--- src/rtl/addhash_pkg.sv ---
package addhash_pkg;
  typedef enum logic [1:0] {
    ST_IDLE,
    ST_FEED,
    ST_FINISH,
    ST_REDUCE
  } hash_state_e;
endpackage

--- src/rtl/hash_accum.sv ---
module hash_accum #(
  parameter int ACC_W  = 32,
  parameter int BYTE_W = 8
) (
  input  logic              clk_i,
  input  logic              rst_ni,
  input  logic              load_i,
  input  logic [ACC_W-1:0]  seed_i,
  input  logic              add_i,
  input  logic [BYTE_W-1:0] byte_i,
  output logic [ACC_W-1:0]  acc_o
);
  localparam int PAD_W = ACC_W - BYTE_W;

  logic [ACC_W-1:0] acc_q;

  always_ff @(posedge clk_i or negedge rst_ni) begin
    if (!rst_ni)     acc_q <= '0;
    else if (load_i) acc_q <= seed_i;
    else if (add_i)  acc_q <= acc_q + {{PAD_W{1'b0}}, byte_i};
  end

  assign acc_o = acc_q;
endmodule

--- src/rtl/restoring_mod.sv ---
module restoring_mod #(
  parameter int W = 32
) (
  input  logic         clk_i,
  input  logic         rst_ni,
  input  logic         go_i,
  input  logic [W-1:0] dividend_i,
  input  logic [W-1:0] divisor_i,
  output logic         done_o,
  output logic [W-1:0] rem_o
);
  localparam int CNT_W = $clog2(W) + 1;

  logic             run_q, done_q;
  logic [CNT_W-1:0] cnt_q;
  logic [W-1:0]     rem_q, shf_q;
  logic [W:0]       trial;
  logic             fits;

  // shift the next dividend bit into the partial remainder
  assign trial = {rem_q, shf_q[W-1]};
  assign fits  = trial >= {1'b0, divisor_i};

  always_ff @(posedge clk_i or negedge rst_ni) begin
    if (!rst_ni) begin
      run_q  <= 1'b0;
      done_q <= 1'b0;
      cnt_q  <= '0;
      rem_q  <= '0;
      shf_q  <= '0;
    end else begin
      done_q <= 1'b0;
      if (go_i) begin
        run_q <= 1'b1;
        cnt_q <= CNT_W'(W);
        rem_q <= '0;
        shf_q <= dividend_i;
      end else if (run_q) begin
        rem_q <= fits ? W'(trial - {1'b0, divisor_i}) : trial[W-1:0];
        shf_q <= shf_q << 1;
        cnt_q <= cnt_q - 1'b1;
        if (cnt_q == CNT_W'(1)) begin
          run_q  <= 1'b0;
          done_q <= 1'b1;
        end
      end
    end
  end

  assign done_o = done_q;
  assign rem_o  = rem_q;
endmodule

--- src/rtl/addhash_engine.sv ---
module addhash_engine
  import addhash_pkg::*;
#(
  parameter int ACC_W  = 32,
  parameter int BYTE_W = 8
) (
  input  logic              clk_i,
  input  logic              rst_ni,
  input  logic              start_i,
  input  logic [ACC_W-1:0]  len_i,
  input  logic [ACC_W-1:0]  prime_i,
  input  logic              byte_valid_i,
  input  logic [BYTE_W-1:0] byte_i,
  output logic              byte_ready_o,
  output logic              busy_o,
  output logic              result_valid_o,
  output logic [ACC_W-1:0]  result_o,
  output logic              err_o
);
  hash_state_e      state_q;
  logic [ACC_W-1:0] remain_q, prime_q, result_q, acc;
  logic             valid_q, err_q;
  logic             start_ok, accept, div_go, div_done;
  logic [ACC_W-1:0] div_rem;

  assign start_ok = (state_q == ST_IDLE) && start_i;
  assign accept   = (state_q == ST_FEED) && byte_valid_i;
  assign div_go   = (state_q == ST_FINISH) && (prime_q != '0);

  hash_accum #(.ACC_W(ACC_W), .BYTE_W(BYTE_W)) u_acc (
    .clk_i  (clk_i),
    .rst_ni (rst_ni),
    .load_i (start_ok),
    .seed_i (len_i),
    .add_i  (accept),
    .byte_i (byte_i),
    .acc_o  (acc)
  );

  restoring_mod #(.W(ACC_W)) u_div (
    .clk_i      (clk_i),
    .rst_ni     (rst_ni),
    .go_i       (div_go),
    .dividend_i (acc),
    .divisor_i  (prime_q),
    .done_o     (div_done),
    .rem_o      (div_rem)
  );

  always_ff @(posedge clk_i or negedge rst_ni) begin
    if (!rst_ni) begin
      state_q  <= ST_IDLE;
      remain_q <= '0;
      prime_q  <= '0;
      result_q <= '0;
      valid_q  <= 1'b0;
      err_q    <= 1'b0;
    end else begin
      valid_q <= 1'b0;
      unique case (state_q)
        ST_IDLE: if (start_i) begin
          remain_q <= len_i;
          prime_q  <= prime_i;
          state_q  <= (len_i == '0) ? ST_FINISH : ST_FEED;
        end
        ST_FEED: if (byte_valid_i) begin
          remain_q <= remain_q - 1'b1;
          if (remain_q == ACC_W'(1)) state_q <= ST_FINISH;
        end
        ST_FINISH: begin
          // accumulator settled; zero prime bypasses the divider
          if (prime_q == '0) begin
            result_q <= acc;
            err_q    <= 1'b1;
            valid_q  <= 1'b1;
            state_q  <= ST_IDLE;
          end else begin
            state_q <= ST_REDUCE;
          end
        end
        ST_REDUCE: if (div_done) begin
          result_q <= div_rem;
          err_q    <= 1'b0;
          valid_q  <= 1'b1;
          state_q  <= ST_IDLE;
        end
        default: state_q <= ST_IDLE;
      endcase
    end
  end

  assign byte_ready_o   = (state_q == ST_FEED);
  assign busy_o         = (state_q != ST_IDLE);
  assign result_valid_o = valid_q;
  assign result_o       = result_q;
  assign err_o          = err_q;
endmodule

--- config.mk ---
export PLATFORM = sky130hd
export DESIGN_NAME = addhash_engine
export DESIGN_NICKNAME = d
export VERILOG_FILES = /design/src/rtl/addhash_pkg.sv /design/src/rtl/hash_accum.sv /design/src/rtl/restoring_mod.sv /design/src/rtl/addhash_engine.sv
export SDC_FILE = /design/constraint.sdc
export NUM_CORES = 1
export LEC_CHECK = 0
export BUFFER_PORTS_ARGS = -buffer_cell sky130_fd_sc_hd__buf_4
export CAP_MARGIN = 30
export CORE_MARGIN = 2
export CORE_UTILIZATION = 60
export CTS_CLUSTER_DIAMETER = 80
export DETAILED_ROUTE_END_ITERATION = 10
export PLACE_DENSITY = 0.8
export REMOVE_ABC_BUFFERS = 1
export SLEW_MARGIN = 40
export SYNTH_ARGS = -nofsm -noshare
export SYNTH_HDL_FRONTEND = slang
export SYNTH_SLANG_ARGS = --single-unit
--- constraint.sdc ---
create_clock -name clk_i -period 3.6 [get_ports clk_i]
set_input_delay 0.36 -clock clk_i [delete_from_list [all_inputs] [get_ports clk_i]]
set_output_delay 0.36 -clock clk_i [all_outputs]
set_load 0.01 [all_outputs]
==> qor.txt <==
worst slew pin tran: 0.8050 ns
first-pass GRT wire length: 54120 um
status: completed
Worst path slowest cell: or4_1
M3 GR Usage: 3.636%
cell area after layout: 13920 sq um
Synth Flop Type: dfrtp_1
Multi-input gate area: 6356 sq um
post-synthesis compound-gate area fraction: 20.57%
CTS tree: done
port buffer count: 111
Fin. Hold Viols: 0
via count: 10987
Post-synth ARST share: 100.0%
Ant. Diodes: 0
postcts setup bufs: 0
DP Area: 13120 sq um
delay of the slowest critical-path stage: 0.55 ns
Synth Register Bits: 204
worst setup path class: flip-flop to flip-flop
GRT Resource Usage Total: 31.06%
RSZ-0062 raised after global routing: no
Final Setup Violations: 0
most used routing layer: met2
largest net degree at the start of global routing: 104
Buf/Inv on CP: 2
post-synthesis simple-gate area fraction: 18.31%
Routed Antenna Nets: 0
Inserted Clock Buffers: 23
DP Worst Slack: 0.3536 ns
crit path DAT: 3.72 ns
Critical Path Fanout Max: 19
Routed WL per cell: 18.78 um
Register Area: 5109 sq um
Rel. slew slack: 45.84%
Worst setup EP type: flip-flop
die area: 21130 sq um
Worst-path clk slew: 0.06 ns
main combinational cell family by area after synthesis: compound AO/OA/AOI/OAI gates
number of synthesized flops with an enable pin: 0
met2 Resource Use GR: 50.07%
max_cap viols: 0
Worst path most repeated cell: nor3_1
Worst EP required: 4.01 ns
I/O Pins: 112
Worst-Skew Late Latency: 0.51 ns
GPL Wtd Cong: 0.9600
Max IR drop VDD: 0.0007178 V
leading cell types in the layout, fill and taps excluded: 203 x dfrtp_1, 169 x nand2_1, 148 x o21ai_0
crit path launch type: flip-flop
synth unique cells: 62
Die Y: 145.4 um
H-tree lvl count: 1
layout cell share with drive strength beyond 1: 12.93%
CORE AREA: 19530 sq um
Iter 0 DRT Violations: 1061
hold wc startpoint: prime_i[29]
post-synthesis xor/xnor area fraction: 2.484%
Reg-to-Reg Start: prime_q[16]$_DFFE_PN0P_
die width: 145.4 um
crit path time final: 3.310 ns
multiplexer share of the synthesized area: 6.491%
critical path, cell by cell: inv_1, ha_1, nand4_1, or4_1, nor3_1, o21ai_1, nor3b_1, and3b_1, buf_4, nor3_1, a21oi_1, a211oi_1
Max Clk Rate: 0.3021 GHz
fillers: 1587
met1 usage in global routing: 44.69%
DRT Wirelength: 33020 um
Synth Instances: 1397
CTS Sinks: 204
warnings from Yosys: 0
setup ws final: 0.2901 ns
crit share post-route: 91.94%
DRC violations left: 0
Hold Crit Class: input port to flip-flop
Post-Synth Adder-Cell Area: 4.926%
pwr/cell area: 1082 nW/um^2
# rows: 51
Final Max Slew Viols: 0
Final Util: 71.29%
synthesized area: 11990 sq um
sequential area share after synthesis: 42.58%
Max Root-Sink Buffers: 3
dpl cells: 1715
Layout Area Growth over Synthesis: 16.10%
Starting Density: 61.40%
most common cell after layout, fill and taps aside: dfrtp_1
Crit path max-delay family: simple AND/OR/NAND/NOR gates
non-filler instance count after layout: 1758
Leak: 6.408 nW
Setup Skew: 0.009290 ns
worst setup path start: prime_q[16]$_DFFE_PN0P_
Initial DRT Pass Iterations: 5
clk root buf: clkbuf_16
GRT overflow: 0
dpl hpwl: 23280 um
vias in the first global route: 10492
synthesized area per cell: 8.582 sq um
post-DR vias/cell: 6.250
Final Net Count: 1599
setup TNS: 0 ns
initial antenna violation count: 0
[tightest hold or removal path, delay by kind of cell]
| family | cells | cell delay (ns) |
|---|---|---|
| simple gates | 1 | 0.03 |
| compound gates | 1 | 0.05 |
| buf+inv | 1 | 0.08 |
[through the flow]
stage	power [mW]	hold slack, ns
3_3_place_gp	12.12	0.4733
6_report	15.06	0.05189
5_1_grt	16.17	0.06026
2_1_floorplan	10.12	0.06441
3_5_place_dp	12.46	0.3683
4_1_cts	14.91	0.04323
[per-layer routing]
metal	part of all wire, %	vias to the layer above	wire length, um
met5	0	-	0
met4	2.7	0	883
met3	7.3	74	2426
met2	47	490	15510
met1	43	5249	14200
li1	-	5174	-
[cells by family after synthesis]
group	count (synthesis)
flip-flops	204
AND/OR/NAND/NOR	475
AO/OA/AOI/OAI	419
multiplexers	77
buffers and inverters	142
adder cells (fa/ha/maj)	46
XOR/XNOR	34
[cell usage after synthesis (9+ instances only)]
cell type  number  area, sq um
nand3_1        37        185.2
ha_1           44        550.5
nand2_1       171        641.9
o211ai_1       17        127.6
nor2_1        130        488.0
mux2i_1        71        710.7
nor4_1         20        125.1
a21o_1          9        67.56
o21ai_0       148        740.7
a31oi_1        14        87.58
nor3_1         27        135.1
clkbuf_1       64        240.2
xor2_1          9        78.83
o22ai_1        10        62.56
nor3b_1         9        67.56
nand4_1        17        106.4
nand2b_1        9        56.30
and3_1         11        68.82
buf_1          10        37.54
nor2b_1        12        75.07
xnor2_1        25        219.0
a22oi_1        11        82.58
inv_1          61        229.0
a211oi_1       16        120.1
o311ai_0       10        87.58
dfrtp_1       204         5105
a21oi_1       138        690.7
[where the power goes]
part / internal, mW / switching [mW]
sequential: 3.39 / 1.17
combinational: 3.49 / 4.65
clock: 1.41 / 0.949
total: 8.29 / 6.77
[final timing paths]
check	to	slack (ns)	cells past startpoint
min in group asynchronous	prime_q[29]$_DFFE_PN0P_	0.40	2
max in group asynchronous	result_o[4]$_DFFE_PN0P_	2.52	3
setup / recovery	u_div.rem_o[2]$_DFFE_PN0P_	0.29	12
hold reg to reg	state_q[1]$_DFFE_PN0P_	0.50	1
setup reg to reg	u_div.rem_o[2]$_DFFE_PN0P_	0.29	12
hold / removal	prime_q[29]$_DFFE_PN0P_	0.05	3
[sequential cells by signal, indices dropped and copies added, names as in the netlist]
name	flops
u_acc.acc_o	32
err_o	1
state_q	2
u_div.shf_q	32
u_div.rem_o	32
result_valid_o	1
u_div.run_q	1
u_div.done_o	1
prime_q	32
u_div.cnt_q	6
result_o	32
remain_q	32
[cell type report]
type	instances	area share [%]
Multi-Input combinational cell	1051	45.66
Sequential cell	204	36.70
Clock inverter	7	0.4764
Tap cell	265	2.382
Clock buffer	34	5.007
Inverter	61	1.645
Timing Repair Buffer	136	8.126
[timing repair]
action	4_1_cts	5_1_grt
endpoints found under the setup margin	0	1
hold buffers	1	0
hold endpoints to repair	101	0
gates resized for setup	0	1
(Power assumes the default switching activity.)
